===== config.mk =====
export PLATFORM = sky130hd
export DESIGN_NAME = circ_wr_port
export DESIGN_NICKNAME = d
export VERILOG_FILES = /design/src/rtl/cwp_pkg.sv /design/src/rtl/cwp_fifo.sv /design/src/rtl/cwp_packer.sv /design/src/rtl/cwp_addr_gen.sv /design/src/rtl/circ_wr_port.sv
export SDC_FILE = /design/constraint.sdc
export NUM_CORES = 1
export LEC_CHECK = 0
export CAP_MARGIN = 25
export CORE_ASPECT_RATIO = 1.25
export CORE_MARGIN = 2
export CORE_UTILIZATION = 60
export DETAILED_ROUTE_END_ITERATION = 16
export PLACE_DENSITY = 0.85
export SLEW_MARGIN = 20
export SYNTH_ARGS = -nofsm -noshare
export SYNTH_HDL_FRONTEND = slang
export SYNTH_SLANG_ARGS = --single-unit

===== constraint.sdc =====
create_clock -name clk -period 11.97 [get_ports clk]
set_input_delay 2.394 -clock clk [delete_from_list [all_inputs] [get_ports clk]]
set_output_delay 2.394 -clock clk [all_outputs]
set_load 0.02 [all_outputs]

===== src/rtl/cwp_pkg.sv =====
package cwp_pkg;
  localparam int WORD_W = 32;
  localparam int BEAT_W = 2 * WORD_W;

  // Next beat address inside a circular window.
  function automatic logic [31:0] wrap_next(logic [31:0] cur, logic [31:0] first, logic [31:0] last);
    return (cur == last) ? first : cur + 32'd1;
  endfunction

  // Earlier word goes low, later word goes high.
  function automatic logic [BEAT_W-1:0] pack_pair(logic [WORD_W-1:0] early, logic [WORD_W-1:0] late);
    return {late, early};
  endfunction
endpackage


===== src/rtl/cwp_fifo.sv =====
module cwp_fifo #(
  parameter int W     = 32,
  parameter int DEPTH = 8,
  localparam int PTR_W = (DEPTH > 1) ? $clog2(DEPTH) : 1,
  localparam int LVL_W = $clog2(DEPTH + 1)
) (
  input  logic             clk,
  input  logic             rst,
  input  logic             push,
  input  logic [W-1:0]     wr_data,
  input  logic             pop,
  output logic [W-1:0]     rd_data,
  output logic             full,
  output logic             empty,
  output logic [LVL_W-1:0] level
);
  logic [W-1:0]     mem [DEPTH];
  logic [PTR_W-1:0] wr_ptr, rd_ptr;

  function automatic logic [PTR_W-1:0] bump(logic [PTR_W-1:0] p);
    return (p == PTR_W'(DEPTH - 1)) ? '0 : p + PTR_W'(1);
  endfunction

  assign full    = (level == LVL_W'(DEPTH));
  assign empty   = (level == '0);
  assign rd_data = mem[rd_ptr];

  always_ff @(posedge clk) begin
    if (push) mem[wr_ptr] <= wr_data;
  end

  always_ff @(posedge clk) begin
    if (rst) begin
      wr_ptr <= '0;
      rd_ptr <= '0;
      level  <= '0;
    end else begin
      if (push) wr_ptr <= bump(wr_ptr);
      if (pop)  rd_ptr <= bump(rd_ptr);
      if (push && !pop)      level <= level + LVL_W'(1);
      else if (pop && !push) level <= level - LVL_W'(1);
    end
  end
endmodule


===== src/rtl/cwp_packer.sv =====
module cwp_packer
  import cwp_pkg::*;
(
  input  logic              clk,
  input  logic              rst,
  input  logic              word_avail,
  input  logic [WORD_W-1:0] word,
  output logic              pop,
  input  logic              req_ready,
  output logic              req_valid,
  output logic [BEAT_W-1:0] req_data,
  output logic              commit
);
  logic              half_q;
  logic [WORD_W-1:0] low_q;

  assign commit = req_valid && req_ready;
  // A word may move when it parks as a half-beat, or when it completes a
  // beat and the beat slot is free or emptying this cycle.
  assign pop = word_avail && (!half_q || !req_valid || req_ready);

  always_ff @(posedge clk) begin
    if (rst) begin
      half_q    <= 1'b0;
      low_q     <= '0;
      req_valid <= 1'b0;
      req_data  <= '0;
    end else begin
      if (commit) req_valid <= 1'b0;
      if (pop) begin
        if (!half_q) begin
          low_q  <= word;
          half_q <= 1'b1;
        end else begin
          req_data  <= pack_pair(low_q, word);
          req_valid <= 1'b1;
          half_q    <= 1'b0;
        end
      end
    end
  end
endmodule


===== src/rtl/cwp_addr_gen.sv =====
module cwp_addr_gen #(
  parameter int ADDR_W = 24,
  parameter int CNT_W  = 32
) (
  input  logic              clk,
  input  logic              rst,
  input  logic [ADDR_W-1:0] cfg_start,
  input  logic [ADDR_W-1:0] cfg_end,
  input  logic              commit,
  output logic [ADDR_W-1:0] addr,
  output logic [CNT_W-1:0]  beat_count
);
  always_ff @(posedge clk) begin
    if (rst) begin
      addr       <= cfg_start;
      beat_count <= '0;
    end else if (commit) begin
      addr       <= ADDR_W'(cwp_pkg::wrap_next(32'(addr), 32'(cfg_start), 32'(cfg_end)));
      beat_count <= beat_count + CNT_W'(1);
    end
  end
endmodule


===== src/rtl/circ_wr_port.sv =====
module circ_wr_port
  import cwp_pkg::*;
#(
  parameter int ADDR_W     = 24,
  parameter int FIFO_DEPTH = 8,
  parameter int CNT_W      = 32,
  localparam int LVL_W     = $clog2(FIFO_DEPTH + 1)
) (
  input  logic              clk,
  input  logic              rst,
  input  logic [ADDR_W-1:0] cfg_start,
  input  logic [ADDR_W-1:0] cfg_end,
  input  logic              in_valid,
  input  logic [WORD_W-1:0] in_data,
  output logic              in_ready,
  output logic              req_valid,
  input  logic              req_ready,
  output logic [ADDR_W-1:0] req_addr,
  output logic [BEAT_W-1:0] req_data,
  output logic [CNT_W-1:0]  beat_count
);
  logic              push_w, pop_w, full_w, empty_w, commit_w;
  logic [WORD_W-1:0] head_w;
  logic [LVL_W-1:0]  fifo_level_w;

  assign in_ready = !full_w;
  assign push_w   = in_valid && in_ready;

  cwp_fifo #(.W(WORD_W), .DEPTH(FIFO_DEPTH)) u_fifo (
    .clk(clk), .rst(rst), .push(push_w), .wr_data(in_data), .pop(pop_w),
    .rd_data(head_w), .full(full_w), .empty(empty_w), .level(fifo_level_w)
  );

  cwp_packer u_packer (
    .clk(clk), .rst(rst), .word_avail(!empty_w), .word(head_w), .pop(pop_w),
    .req_ready(req_ready), .req_valid(req_valid), .req_data(req_data),
    .commit(commit_w)
  );

  cwp_addr_gen #(.ADDR_W(ADDR_W), .CNT_W(CNT_W)) u_addr (
    .clk(clk), .rst(rst), .cfg_start(cfg_start), .cfg_end(cfg_end),
    .commit(commit_w), .addr(req_addr), .beat_count(beat_count)
  );
endmodule


==> reports/metrics.cfg <==
[final_layout]
syn_to_final_growth_pct = 22.02
nNetsFinal = 1410
layout-drive-gt1-share_pct = 16.28
design_area_um2 = 20520
nFillCells = 1672

[floorplanning]
num_rows = 68
die_area_um2 = 29390
floorplan.initialDensity_pct = 61.00
dieWidth_um = 153.7
die_h_um = 191.2
ios = 206
design.core.area_um2 = 27570

[drt]
avgRoutedWirePerCell_um = 22.28
num_vias = 10120
drc = 0
drt_wl_total_um = 37790
ant_nets = 0
drtIter0Drc = 806
vias_per_cell = 5.966
firstDrtPassIters = 6

[critical_path]
critPathLaunch = req_ready
cp_max_fo = 5
cpMaxStageDelayCell = clkdlybuf4s50_1
cpPeakStageDelay_ns = 0.48
end_kind = flop
r2r-end = u_fifo.level[3]
start_kind = input pin
worstPathCellList = clkdlybuf4s50_1 -> nand2b_1 -> o21ai_1 -> ha_1 -> inv_1 -> ha_1 -> a21o_1 -> a21oi_1 -> xnor2_1 -> or3_1 -> a21oi_1
reg2reg_setup_slack_ns = 9.18
worstRegToRegCells = 10
path_delay_family = compound AO/OA/AOI/OAI gates
r2r_start = u_fifo.level[0]
cp.arrival_ns = 5.01
path_class = in2reg
cp_num_cells = 11
worst_ep_required_time_ns = 12.42
worst-path-buf-inv = 2

[timing]
rsz0062_at_grt = no
finalCriticalPeriod_ns = 4.561
setup_viol = 0
min_period_over_period_pct = 38.10
tns_ns = 0
hold_viol_final = 0
final_max_slew_viol_count = 0
tightestPinTransition_ns = 0.9986
fmax_mhz = 219.3
finClkSkew_ns = 0.01651
setup_slack_ns = 7.409
slew_headroom_pct = 33.42

[grt]
grt_pass1_wl_um = 57100
grt-ovfl-total = 0
grt_max_degree = 80
grt_antenna_before_repair = 1
grt_pass1_vias = 10020
grt_usage_pct = 25.47

[hold_path]
hp-class = reg2reg
min_from = u_packer.low_q[26]
min_path_cells = 2
holdPathEnd = u_packer.req_data[26]

[power]
p_leak_nw = 6.756
p_per_area_nw_per_um2 = 210.6
ir_drop_mv = 0.1616

[yosys]
yosys.area_share.simple_pct = 8.229
yosys_warnings = 0
synth.distinct_cells = 41
synth_top_family_by_area = multiplexers
syn-num-nets = 1206
synthMuxAreaShare_pct = 12.68
synth_fa_ha_area_share_pct = 0.7887
seq_area_frac_synth_pct = 67.02
ys_seq_elements = 423
synth_compound_area_share_pct = 5.179
yosys-top-cells-area = edfxtp_1, dfxtp_1, mux4_2
synth_largest_area_cell = edfxtp_1
synth_top_area_share_pct = 50.00
avgSynthCellArea_um2 = 15.12
yosys.area_share.xor_xnor_pct = 4.115
synth_cells = 1112
synth_area_um2 = 16820

[clock_tree]
cts-root-buf = clkbuf_16
cts_sinks = 423
insertion_delay_ns = 0.54
numCtsBuffers = 40
ctsResizeCount = 0
htree_levels = 2
cts_hold_buffers = 0
cts.clk_slew.worst_paths_ns = 0.06
cts_tree = built
cts_setup_buffers = 0
cts_buffer_depth = 3

[placement]
globalplace.congestion = 0.8127
io_buffer_count = 205
pre_cts_ws_ns = 6.872
postPlaceCellArea_um2 = 19210
dp_hpwl_um = 22860

[run_status]
status = completed

[run]
maxCapViolCount = 0

stage by stage:
step | total power, mW | utilization (%) | cells | hold WS [ns]
6_report | 4.321 | 74.44 | 1696 | 0.4490
3_5_place_dp | 3.107 | 69.68 | 1623 | 0.4442
5_1_grt | 4.510 | 74.44 | 1696 | 0.4588
2_1_floorplan | 2.708 | - | 1112 | 0.4323
3_3_place_gp | 3.064 | 69.50 | 1621 | 0.4405
4_1_cts | 4.338 | 74.33 | 1694 | 0.4527
placed cells by master, fill, tap and decap left out, types with 9 or more instances in the layout:
master             n
nor2_1           109
edfxtp_1         280
mux2_4            19
buf_4             16
a211oi_2          29
clkdlybuf4s50_1  204
xor2_1            43
mux2i_1           36
nand4_1           24
xnor2_1           36
nand2_1           90
dfxtp_1          140
mux4_2            64
ha_1               9
a21oi_1           42
a211oi_1          35
nand3_1           19
clkbuf_16         40
routing by layer:
metal	share of wire [%]	track usage, %	vias up
met1	39	32.09	5019
met3	7.3	4.625	56
met5	0	0	-
li1	-	-	4595
met4	2.2	7.692	0
met2	52	45.20	449
tightest hold or removal path, delay by kind of cell, from the launching register on:
family | cells | cell delay, ns
AOI/OAI and AO/OA | 1 | 0.05
and+or+nand+nor | 1 | 0.05
DFF | 1 | 0.31
logic make-up (layout without fill, tap and decap cells):
logic type / count (synthesis) / in the layout
flip-flops: 423 / 423
AND/OR/NAND/NOR: 299 / 299
multiplexers: 123 / 123
AO/OA/AOI/OAI: 111 / 111
XOR/XNOR: 79 / 79
buffers and inverters: 67 / 300
adder cells (fa/ha/maj): 10 / 10
other: 0 / 1
report_power, final:
| group | total (mW) | internal, mW | switching (mW) |
|---|---|---|---|
| Combinational | 1.24 | 0.556 | 0.686 |
| Clock | 1.22 | 0.693 | 0.528 |
| Sequential | 1.86 | 1.74 | 0.123 |
worst max path at each step:
stage / endpoint / slack [ns]
after floorplan: u_fifo.mem[0][0] / 5.85
after global placement: u_fifo.level[3] / 6.96
after detailed placement: u_fifo.level[3] / 6.87
after CTS: u_fifo.level[3] / 7.43
after global routing: u_fifo.level[3] / 7.17
final: u_fifo.level[3] / 7.41
area by class of cell:
class | count | area (µm²) | share of cell area (%)
timing repair buffer | 223 | 2237 | 10.90
sequential | 423 | 11280 | 54.96
multi-input combinational | 622 | 5260 | 25.63
inverter | 6 | 22.52 | 0.1098
clock buffer | 55 | 1137 | 5.543
tap | 350 | 437.9 | 2.134
antenna | 1 | 2.502 | 0.01220
clock inverter | 16 | 145.1 | 0.7073
cell usage after synthesis:
cell type	n
ha_1	9
nor4_1	5
nand2b_1	4
mux2i_1	36
buf_6	7
inv_1	6
a211oi_1	35
buf_2	17
and4_1	8
nor4_2	2
nor2_1	112
and2_1	8
clkbuf_2	1
nor3_1	10
nand4_2	2
and3_1	8
or4_4	1
clkbuf_1	30
o21ai_0	2
dfxtp_1	143
a21o_1	1
xor2_1	43
edfxtp_1	280
buf_4	2
buf_1	4
a21oi_1	42
mux4_2	64
mux2_2	4
a31oi_2	1
xnor2_1	36
nand2_1	90
a211oi_2	29
nand3_1	19
nor2b_1	1
nor3_2	1
or3_1	3
fa_1	1
nor3b_1	1
nand4_1	24
o21ai_1	1
mux2_4	19
sequential cells by signal, indices dropped and copies added, names as in the netlist, named ones only:
signal,count
u_addr.addr,24
u_addr.beat_count,32
u_fifo.level,4
u_fifo.mem,256
u_fifo.rd_ptr,3
u_fifo.wr_ptr,3
u_packer.half_q,1
u_packer.low_q,32
u_packer.req_data,64
u_packer.req_valid,1
(Power assumes the default switching activity.)
